File: config.mk
export PLATFORM = sky130hd
export DESIGN_NAME = mp_irq_ctrl
export DESIGN_NICKNAME = d
export VERILOG_FILES = /design/src/rtl/irqc_pkg.sv /design/src/rtl/irqc_req_route.sv /design/src/rtl/irqc_bus_dec.sv /design/src/rtl/irqc_level_enc.sv /design/src/rtl/mp_irq_ctrl.sv
export SDC_FILE = /design/constraint.sdc
export NUM_CORES = 1
export LEC_CHECK = 0
export BUFFER_PORTS_ARGS = -buffer_cell sky130_fd_sc_hd__buf_2
export CAP_MARGIN = 30
export CORE_MARGIN = 4
export CORE_UTILIZATION = 39
export DETAILED_ROUTE_END_ITERATION = 10
export GPL_ROUTABILITY_DRIVEN = 0
export GPL_TIMING_DRIVEN = 0
export PLACE_DENSITY = 0.7
export SYNTH_ARGS = -nofsm -noshare
export SYNTH_HDL_FRONTEND = slang
export SYNTH_SLANG_ARGS = --single-unit
File: constraint.sdc
create_clock -name clk -period 5.91 [get_ports clk]
set_input_delay 0.2955 -clock clk [delete_from_list [all_inputs] [get_ports clk]]
set_output_delay 0.2955 -clock clk [all_outputs]
set_load 0.05 [all_outputs]
File: src/rtl/irqc_pkg.sv
// Package: shared widths, register offsets and decode regions of the
// interrupt controller. Assumes 16-bit interrupt vectors with bit 0 unused.
package irqc_pkg;
    localparam int IRQ_W   = 16;
    localparam int LVL_W   = 4;
    localparam int EXT_W   = 4;
    localparam logic [IRQ_W-1:0] VEC_KEEP = 16'hFFFE;

    localparam logic [7:0] OFF_LVLSEL = 8'h00;
    localparam logic [7:0] OFF_PEND   = 8'h04;
    localparam logic [7:0] OFF_ALIAS  = 8'h08;
    localparam logic [7:0] OFF_CLEAR  = 8'h0C;
    localparam logic [7:0] OFF_STATUS = 8'h10;
    localparam logic [7:0] OFF_BCAST  = 8'h14;

    typedef logic [IRQ_W-1:0] irq_vec_t;

    typedef enum logic [3:0] {
        RG_LVLSEL, RG_PEND, RG_ALIAS, RG_CLEAR, RG_STATUS, RG_BCAST,
        RG_MASK, RG_FORCE, RG_EXT, RG_NONE
    } region_t;
endpackage

File: src/rtl/irqc_req_route.sv
// Request router: detects rising edges on the request lines and steers each
// to the shared pending vector or to the broadcast (all-force) vector.
// Assumes request lines are synchronous to clk.
module irqc_req_route
    import irqc_pkg::*;
(
    input  logic     clk,
    input  logic     rst_n,
    input  irq_vec_t irq_line,
    input  irq_vec_t bcast_q,
    output irq_vec_t pend_set,
    output irq_vec_t bcast_set
);
    irq_vec_t line_prev;
    irq_vec_t rise;

    // Remember the previous line levels for edge detection.
    always_ff @(posedge clk) begin
        if (!rst_n) line_prev <= '0;
        else        line_prev <= irq_line;
    end

    // Split new edges between pending and broadcast destinations.
    always_comb begin
        rise      = irq_line & ~line_prev & VEC_KEEP;
        pend_set  = rise & ~bcast_q;
        bcast_set = rise & bcast_q;
    end
endmodule

File: src/rtl/irqc_bus_dec.sv
// Bus decoder: maps a byte address (modulo 256) to a register region and a
// processor slot, and qualifies full-word writes. Assumes word accesses.
module irqc_bus_dec
    import irqc_pkg::*;
#(
    parameter int NUM_CPU = 2
) (
    input  logic        bus_sel,
    input  logic        bus_wr,
    input  logic [3:0]  bus_be,
    input  logic [31:0] bus_addr,
    output region_t     region,
    output logic [3:0]  slot,
    output logic        slot_ok,
    output logic        wr_ok
);
    logic [7:0] offs;

    // Classify the low address byte into a region.
    always_comb begin
        offs = bus_addr[7:0];
        slot = offs[5:2];
        slot_ok = (int'(slot) < NUM_CPU);
        unique case (offs[7:6])
            2'b01:   region = RG_MASK;
            2'b10:   region = RG_FORCE;
            2'b11:   region = RG_EXT;
            default: begin
                case (offs)
                    OFF_LVLSEL: region = RG_LVLSEL;
                    OFF_PEND:   region = RG_PEND;
                    OFF_ALIAS:  region = RG_ALIAS;
                    OFF_CLEAR:  region = RG_CLEAR;
                    OFF_STATUS: region = RG_STATUS;
                    OFF_BCAST:  region = RG_BCAST;
                    default:    region = RG_NONE;
                endcase
            end
        endcase
    end

    // Accept a write only as an aligned full word.
    always_comb begin
        wr_ok = bus_sel && bus_wr && (bus_be == 4'hF) && (bus_addr[1:0] == 2'b00);
    end
endmodule

File: src/rtl/irqc_level_enc.sv
// Level encoder for one processor: forms the active set, chooses the high
// or low group and registers the highest-numbered interrupt in it.
// Assumes inputs are registered state; output lags state by one edge.
module irqc_level_enc
    import irqc_pkg::*;
(
    input  logic             clk,
    input  logic             rst_n,
    input  irq_vec_t         pend_q,
    input  irq_vec_t         force_q,
    input  irq_vec_t         mask_q,
    input  irq_vec_t         lvlsel_q,
    output logic [LVL_W-1:0] level_q
);
    irq_vec_t         active;
    irq_vec_t         chosen;
    logic [LVL_W-1:0] top_idx;

    // Pick the group and find its highest set bit.
    always_comb begin
        active = (pend_q | force_q) & mask_q & VEC_KEEP;
        chosen = ((active & lvlsel_q) != '0) ? (active & lvlsel_q) : (active & ~lvlsel_q);
        top_idx = '0;
        for (int b = 1; b < IRQ_W; b++) begin
            if (chosen[b]) top_idx = LVL_W'(b);
        end
    end

    // Register the level presented to the processor.
    always_ff @(posedge clk) begin
        if (!rst_n) level_q <= '0;
        else        level_q <= top_idx;
    end

    a_r4_idle_zero: assert property (@(posedge clk) disable iff (!rst_n)
        (active == '0) |=> (level_q == '0));
    a_r4_busy_nonzero: assert property (@(posedge clk) disable iff (!rst_n)
        (active != '0) |=> (level_q != '0));
endmodule

File: src/rtl/mp_irq_ctrl.sv
// Multiprocessor interrupt controller top: holds pending, level select,
// broadcast, and per-processor mask/force/extended registers, applies bus
// writes and acknowledges, and drives one registered level per processor.
// Assumes NUM_CPU <= 16; request edges win over same-cycle clears.
module mp_irq_ctrl
    import irqc_pkg::*;
#(
    parameter int NUM_CPU = 2
) (
    input  logic                   clk,
    input  logic                   rst_n,
    input  logic [15:0]            irq_line,
    input  logic                   bus_sel,
    input  logic                   bus_wr,
    input  logic [3:0]             bus_be,
    input  logic [31:0]            bus_addr,
    input  logic [31:0]            bus_wdata,
    output logic [31:0]            bus_rdata,
    input  logic [NUM_CPU-1:0]     ack_valid,
    input  logic [4*NUM_CPU-1:0]   ack_num,
    output logic [4*NUM_CPU-1:0]   irq_level
);
    irq_vec_t   pend_q, lvlsel_q, bcast_q;
    irq_vec_t   force_q [NUM_CPU];
    irq_vec_t   mask_q  [NUM_CPU];
    logic [EXT_W-1:0] ext_q [NUM_CPU];

    irq_vec_t   pend_set, bcast_set;
    irq_vec_t   ack_clr [NUM_CPU];
    irq_vec_t   ack_any, bus_clr, wlow, wset, wclr;
    region_t    region;
    logic [3:0] slot;
    logic       slot_ok, wr_ok;

    irqc_req_route u_route (
        .clk(clk), .rst_n(rst_n), .irq_line(irq_line), .bcast_q(bcast_q),
        .pend_set(pend_set), .bcast_set(bcast_set)
    );

    irqc_bus_dec #(.NUM_CPU(NUM_CPU)) u_dec (
        .bus_sel(bus_sel), .bus_wr(bus_wr), .bus_be(bus_be), .bus_addr(bus_addr),
        .region(region), .slot(slot), .slot_ok(slot_ok), .wr_ok(wr_ok)
    );

    // Derive clear vectors from acknowledges and the clear register.
    always_comb begin
        ack_any = '0;
        for (int n = 0; n < NUM_CPU; n++) begin
            ack_clr[n] = ack_valid[n] ? ((irq_vec_t'(1) << ack_num[4*n +: 4]) & VEC_KEEP) : '0;
            ack_any    = ack_any | ack_clr[n];
        end
        wlow    = bus_wdata[15:0] & VEC_KEEP;
        wset    = wlow;
        wclr    = bus_wdata[31:16] & VEC_KEEP;
        bus_clr = (wr_ok && region == RG_CLEAR) ? wlow : '0;
    end

    // Shared registers: pending, level select and broadcast.
    always_ff @(posedge clk) begin
        if (!rst_n) begin
            pend_q   <= '0;
            lvlsel_q <= '0;
            bcast_q  <= '0;
        end else begin
            pend_q <= (pend_q & ~(bus_clr | ack_any)) | pend_set;
            if (wr_ok && region == RG_LVLSEL) lvlsel_q <= wlow;
            if (wr_ok && region == RG_BCAST)  bcast_q  <= wlow;
        end
    end

    generate
        for (genvar n = 0; n < NUM_CPU; n++) begin : g_cpu
            logic     hit;
            irq_vec_t force_base;

            // Resolve the software view of force n before clears and sets.
            always_comb begin
                hit        = wr_ok && slot_ok && (int'(slot) == n);
                force_base = force_q[n];
                if (n == 0 && wr_ok && region == RG_ALIAS) force_base = wlow;
                if (hit && region == RG_FORCE) force_base = (force_base | wset) & ~wclr;
            end

            // Per-processor mask, force and extended registers.
            always_ff @(posedge clk) begin
                if (!rst_n) begin
                    force_q[n] <= '0;
                    mask_q[n]  <= '0;
                    ext_q[n]   <= '0;
                end else begin
                    force_q[n] <= (force_base & ~(bus_clr | ack_clr[n])) | bcast_set;
                    if (hit && region == RG_MASK) mask_q[n] <= wlow;
                    if (hit && region == RG_EXT)  ext_q[n]  <= bus_wdata[EXT_W-1:0];
                end
            end

            irqc_level_enc u_enc (
                .clk(clk), .rst_n(rst_n), .pend_q(pend_q), .force_q(force_q[n]),
                .mask_q(mask_q[n]), .lvlsel_q(lvlsel_q), .level_q(irq_level[4*n +: 4])
            );

            a_r8_ack_clears_force: assert property (@(posedge clk) disable iff (!rst_n)
                (ack_valid[n] && ack_num[4*n +: 4] != 4'd0 && bcast_set == '0 && !wr_ok)
                |=> (force_q[n][$past(ack_num[4*n +: 4])] == 1'b0));
        end
    endgenerate

    // Combinational read multiplexer.
    always_comb begin
        bus_rdata = '0;
        case (region)
            RG_LVLSEL: bus_rdata = {16'h0, lvlsel_q};
            RG_PEND:   bus_rdata = {16'h0, pend_q};
            RG_ALIAS:  bus_rdata = {16'h0, force_q[0]};
            RG_BCAST:  bus_rdata = {16'h0, bcast_q};
            default:   bus_rdata = '0;
        endcase
        for (int n = 0; n < NUM_CPU; n++) begin
            if (slot_ok && int'(slot) == n) begin
                if (region == RG_MASK)  bus_rdata = {16'h0, mask_q[n]};
                if (region == RG_FORCE) bus_rdata = {16'h0, force_q[n]};
                if (region == RG_EXT)   bus_rdata = {28'h0, ext_q[n]};
            end
        end
    end

    a_r3_bit0_zero: assert property (@(posedge clk) disable iff (!rst_n)
        (pend_q[0] == 1'b0) && (force_q[0][0] == 1'b0) && (lvlsel_q[0] == 1'b0));
    a_r5_pend_write_ignored: assert property (@(posedge clk) disable iff (!rst_n)
        (wr_ok && region == RG_PEND && pend_set == '0 && ack_any == '0) |=> $stable(pend_q));
    a_r5_clear_status_read_zero: assert property (@(posedge clk) disable iff (!rst_n)
        (bus_sel && !bus_wr && (region == RG_CLEAR || region == RG_STATUS)) |-> (bus_rdata == 32'h0));
    a_r8_ack_clears_pend: assert property (@(posedge clk) disable iff (!rst_n)
        (ack_valid[0] && ack_num[3:0] != 4'd0 && pend_set == '0)
        |=> (pend_q[$past(ack_num[3:0])] == 1'b0));
endmodule

After elaboration in Yosys (flattened, before gate mapping)

Memory sizes are Yosys's and may differ from the RTL's.
Index checks and enable logic that the tools add are counted.

Memories kept: 3
Register bits after elaboration: 70
Output and inout port bits: 40
Bits in writable memories: 70
Word-level logic and storage cells: 160
Bits of input ports: 98

Memory list:

| name    | words | bits a word | read ports | clocked after memory_dff | wr ports | RTL line          | source |
|---|---|---|---|---|---|---|---|
| force_q | 2     | 16          | 2          | 0                        | 2        | mp_irq_ctrl.sv:24 | `irq_vec_t force_q [NUM_CPU];` |
| mask_q  | 2     | 15          | 2          | 0                        | 2        | mp_irq_ctrl.sv:25 | `irq_vec_t mask_q [NUM_CPU];` |
| ext_q   | 2     | 4           | 2          | 0                        | 2        | mp_irq_ctrl.sv:26 | `logic [EXT_W-1:0] ext_q [NUM_CPU];` |

Bitwise logic cells: 38
Shift-type cells: 2
Equal/unequal tests: 17
Magnitude comparators: 1
Multiplexer cells: 69
Reduce and logical (&&, ||, !) cells: 24

Operator list:

| kind                   | count |
|---|---|
| $mux W32               | 8 |
| $and A16 B16 Y16       | 14 |
| $or A16 B16 Y16        | 11 |
| $mux W16               | 10 |
| $mux W4                | 30 |
| $not A16 Y16           | 7 |
| $pmux W16 S4           | 1 |
| $reduce_bool A16 Y1    | 2 |
| $shl A1 B4 Y16 const A | 2 |
| $mux W15               | 2 |
| $pmux W4 S6            | 1 |
| $logic_and A1 B1 Y1    | 18 |
| $eq A8 B4 Y1 const B   | 2 |
| $eq A8 B5 Y1 const B   | 2 |
| $mux W1                | 16 |
| $eq A4 B2 Y1 const B   | 3 |
| $eq A4 B3 Y1 const B   | 3 |
| $pmux W4 S3            | 1 |
| $eq A4 B4 Y1 const B   | 2 |
| $eq A8 B3 Y1 const B   | 1 |
| $logic_not A4 Y1       | 2 |
| $logic_not A8 Y1       | 1 |
| $or A1 B1 Y1           | 6 |
| $eq A2 B2 Y1 const B   | 2 |
| 4 further kinds        | 4 |

Logic depth before layout (Yosys ltp)

An unclocked memory read counts as a cell.

Word-level depth: 21
Gate-level depth with buffers: 12
Gate-level depth less buffers: 10

Modules after synthesis

Synthesis repeated with hierarchy kept, for this count alone.

Cells, all modules: 944
Area total of the unflattened synthesis: 8690.8 µm²

By module, submodules not included:

| module         | cells an instance | area each (µm²) | sequential area each (µm²) | instances |
|---|---|---|---|---|
| mp_irq_ctrl    | 711               | 6680.2          | 2702.6                     | 1 |
| irqc_level_enc | 73                | 580.6           | 80.1                       | 2 |
| irqc_req_route | 64                | 668.1           | 300.3                      | 1 |
| irqc_bus_dec   | 23                | 181.4           | 0.0                        | 1 |

Worst setup path after synthesis

No wires, ideal clock.

Path kind: input-to-reg
Start: input port bus_addr[6]
End: memory mask_q[0][0] (netlist bit), enable pin
Data required time: 5.499 ns
Stages: 7
Library setup time: 0.411 ns
Path buffers: 2
Setup slack: 2.532 ns
Arrival: 2.967 ns
Cell sequence: inv_1 ha_1 nand4bb_1 o32a_1 buf_1 clkbuf_1 o31ai_1

RTL lines:

| element            | RTL line          | source |
|---|---|---|
| start: declaration | mp_irq_ctrl.sv:16 | `input logic [31:0] bus_addr,` |
| end: declaration   | mp_irq_ctrl.sv:25 |  |

Worst setup path after layout

Start: input port bus_addr[6]
End: output port bus_rdata[4]

Word-level cells in the longest chain between the ends: 13
Elaborated cells on any way between the ends: 27
Classes of those cells: eq/ne (14); mux (11); reduce/logical (2)

Ends and longest elaborated chain:

| element                              | RTL line           | source |
|---|---|---|
| $eq A8 B5 Y1 (tied with other cells) | irqc_bus_dec.sv:29 | `case (offs)` |
| $pmux W4 S6                          | irqc_bus_dec.sv:29 |  |
| $pmux W4 S3 *                        | irqc_bus_dec.sv:24 | `unique case (offs[7:6])` |
| $eq A4 B3 Y1 (tied with other cells) | mp_irq_ctrl.sv:111 | `case (region)` |
| $pmux W16 S4                         | mp_irq_ctrl.sv:111 |  |
| $mux W32                             | mp_irq_ctrl.sv:120 | `if (region == RG_MASK) bus_rdata = {16'h0, mask_q[n]};` |
| $mux W32                             | mp_irq_ctrl.sv:121 | `if (region == RG_FORCE) bus_rdata = {16'h0, force_q[n]};` |
| $mux W32                             | mp_irq_ctrl.sv:122 | `if (region == RG_EXT) bus_rdata = {28'h0, ext_q[n]};` |
| $mux W32                             | mp_irq_ctrl.sv:119 | `if (slot_ok && int'(slot) == n) begin` |
| $mux W32                             | mp_irq_ctrl.sv:120 |  |
| $mux W32                             | mp_irq_ctrl.sv:121 |  |
| $mux W32                             | mp_irq_ctrl.sv:122 |  |
| $mux W32 *                           | mp_irq_ctrl.sv:119 |  |
| end: declaration                     | mp_irq_ctrl.sv:18  | `output logic [31:0] bus_rdata,` |

Mark *: on every way between the ends. The rest lies on a longest branch, timed or not.

==> results_dict.tcl <==
set metrics [dict create \
    grt_pass1_vias 7801 \
    timing.fmax_ghz 0.251 \
    worstPathArrival_ns 3.68 \
    p_clk_share_pct 43.3 \
    htree_levels 4 \
    synth_common_cells "nand2_1 (104), a21oi_1 (100), dfxtp_1 (98), nor2_1 (78), and2_1 (55)" \
    clk_pin_slew_worst_paths_ns 0.06 \
    async_reset_ff_share_pct 0 \
    portBuffers 91 \
    drt-total-wl_um 31100 \
    final_cells 1310 \
    ys_warn_count 0 \
    p_int_w 0.00170 \
    grtUsageTotal_pct 27.6 \
    antenna_found_initial 1 \
    min_path_cells 2 \
    drive_above_1_share_pct 17.1 \
    pwr-share-comb_pct 14.3 \
    finalCritPeriodShare_pct 67.3 \
    clk_latency_ns 0.44 \
    finalSetupTns_ns 0 \
    vias 8323 \
    synth_cell_types 68 \
    hold_viol 0 \
    path_max_fanout 10 \
    start_util_pct 39.8 \
    setup_viol 0 \
    die_h_um 149 \
    syn_area_um2 7800 \
    synth_top_area_share_pct 25.1 \
    routed_via_density 6.35 \
    place_inst 1277 \
    syn_inst 902 \
    cts_buffers 17 \
    drv_cap 0 \
    die_area_um2 22300 \
    tightest_slew_ns 1.12 \
    slew_headroom_pct 24.8 \
    core_um2 19600 \
    netlist_top_cells_area "dfxtp_1 (25%), edfxtp_1 (15%), a21oi_1 (6.4%), nand2_1 (5.0%), mux2i_1 (4.9%)" \
    hpwlAfterDp_um 22000 \
    fin_skew_ns 0.00924 \
    switchingPower_w 0.000707 \
    dieWidth_um 149 \
    cts_resized 0 \
    crit_type "in2out" \
    grt_pass1_wl_um 46000 \
    reg2reg_to "g_cpu[1].u_enc.level_q[1]" \
    wire_per_inst_um 23.8 \
    slew_viol_final 0 \
    drc 0 \
    p_per_area_nw_per_um2 259 \
    ys_seq_area_share_pct 39.8 \
    syn_avg_cell_area_um2 8.65 \
    clock_sinks 136 \
    reg2reg_depth 9 \
    status "completed" \
    min_to "u_route.line_prev[15]" \
    layout.nets 1133 \
    period_minus_slack_ns 3.98 \
    switching_share_pct 29.4 \
    areaGrowthSynthToFinish_pct 19.2 \
    rrSetupSlack_ns 2.70 \
    hold_path_class "in2reg" \
    synth_most_common_cell "nand2_1" \
    yosys.area.top_type "dfxtp_1" \
    r2r-start "pend_q[10]" \
    worstHoldStart "irq_line[15]" \
    ant_nets 0 \
    grt_max_degree 17 \
    postCtsSetupRepairBufs 0 \
    ios 138 \
    cts-hold-fix-buffers 0 \
    dr.pass1.iters 6 \
    seqPwrFrac_pct 42.4 \
    clock_path_buffers 2 \
    cts_tree "done" \
    peakVddDrop_mv 0.213 \
    drtIter0Drc 1206 \
    rows 51 \
    p_leak_nw 3.42 \
    grt_setup_unrepaired "false" \
    synth_seq_cells 136 \
    synth-edff-count 38 \
    overflow 0 \
    clock-root-buffer "clkbuf_16" \
    cp-start-kind "input port" \
    crit_required_ns 5.61 \
    critPathCaptureType "primary output" \
    ys.flop_type "dfxtp_1" \
]
[metrics by stage]
step | setup slack (ns) | utilization [%] | cell area (um2) | hold slack (ns) | power (W)
floorplan | 2.53 | - | 7860 | 0.417 | 0.00124
global placement | 0.727 | 44.1 | 8650 | 0.481 | 0.00136
detailed placement | 2.07 | 44.5 | 8730 | 0.484 | 0.00137
CTS | 2.08 | 47.5 | 9300 | 0.0755 | 0.00239
global route | 1.80 | 47.5 | 9300 | 0.0731 | 0.00247
finish | 1.93 | 47.5 | 9300 | 0.0737 | 0.00241
[worst max-delay path by stage]
stage                            from           end  slack [ns]  cells after the start
final                     bus_addr[6]  bus_rdata[4]        1.93                     11
after global routing      bus_addr[6]  bus_rdata[5]        1.80                     11
after CTS                 bus_addr[6]  bus_rdata[5]        2.08                     11
after detailed placement  bus_addr[6]  bus_rdata[5]        2.07                     11
after global placement    bus_addr[6]  mask_q[0][7]        0.73                      8
after floorplan           bus_addr[6]  mask_q[0][0]        2.53                      7
[state kept, by name, indices dropped and copies added (netlist names)]
name / cells
u_route.line_prev: 15
mask_q: 30
ext_q: 8
bcast_q: 15
g_cpu.u_enc.level_q: 8
pend_q: 15
force_q: 30
lvlsel_q: 15
[layer usage]
metal	GRT usage (%)	share of wire, %
met5	0	0
met4	13.3	5.1
met3	9.02	13
met2	41.7	43
met1	35.7	38
[worst max-delay path: stages]
cell,delay [ns]
buf_2,0.11
inv_1,0.09
ha_1,0.28
nand4bb_1,0.27
o32a_1,0.48
buf_1,0.35
nor3_2,0.96
a222oi_1,0.17
o21a_1,0.18
o21ai_0,0.15
buf_2,0.34
[placed cells by master, fill, tap and decap left out, types with 5 or more instances in the layout]
| cell | netlist | layout |
|---|---|---|
| a211oi_1 | 7 | 7 |
| a21oi_1 | 100 | 100 |
| a221oi_1 | 6 | 6 |
| a222oi_1 | 15 | 15 |
| a22oi_1 | 10 | 10 |
| a31oi_1 | 12 | 12 |
| and2_1 | 55 | 55 |
| buf_2 | 4 | 96 |
| buf_4 | 18 | 18 |
| clkbuf_1 | 38 | 38 |
| clkbuf_16 | 0 | 19 |
| conb_1 | 1 | 16 |
| dfxtp_1 | 98 | 98 |
| edfxtp_1 | 38 | 38 |
| inv_1 | 8 | 8 |
| mux2i_1 | 38 | 38 |
| nand2_1 | 104 | 104 |
| nand2b_1 | 5 | 5 |
| nand3_1 | 10 | 10 |
| nand3b_1 | 15 | 15 |
| nand4_1 | 7 | 7 |
| nor2_1 | 78 | 78 |
| nor3_1 | 12 | 11 |
| nor3b_1 | 15 | 15 |
| nor4_1 | 5 | 5 |
| o211ai_1 | 33 | 33 |
| o21a_1 | 27 | 27 |
| o21ai_0 | 41 | 41 |
| o221a_2 | 9 | 9 |
| o221ai_1 | 23 | 23 |
| o32a_1 | 5 | 5 |
[power by group through the flow]
stage	logic, W	clock network [W]	registers (W)
after floorplan	0.000189	0	0.00106
after global placement	0.000325	0	0.00104
after detailed placement	0.000333	0	0.00104
after CTS	0.000334	0.00104	0.00102
after global routing	0.000361	0.00108	0.00102
final	0.000343	0.00104	0.00102
[cells by family (layout without fill, tap and decap cells)]
kind of cell / count (synthesis) / after routing / share of synthesized area, %
DFF: 136 / 136 / 39.8
and+or+nand+nor: 334 / 334 / 22.2
other: 1 / 17 / 0.0480
adders and majority gates: 4 / 4 / 0.641
AOI/OAI and AO/OA: 317 / 317 / 27.5
muxes: 40 / 40 / 5.45
buffers and inverters: 70 / 197 / 4.39
[layout make-up]
cell class | instances | area [um2]
Fill cell | 1918 | 10300
Multi-Input combinational cell | 711 | 4450
Sequential cell | 136 | 3100
Timing Repair Buffer | 95 | 502
Clock buffer | 20 | 489
Tap cell | 265 | 332
Buffer | 62 | 313
Clock inverter | 12 | 83.8
Inverter | 8 | 30.0
Antenna cell | 1 | 2.50
Power figures use the tool's default switching activity.
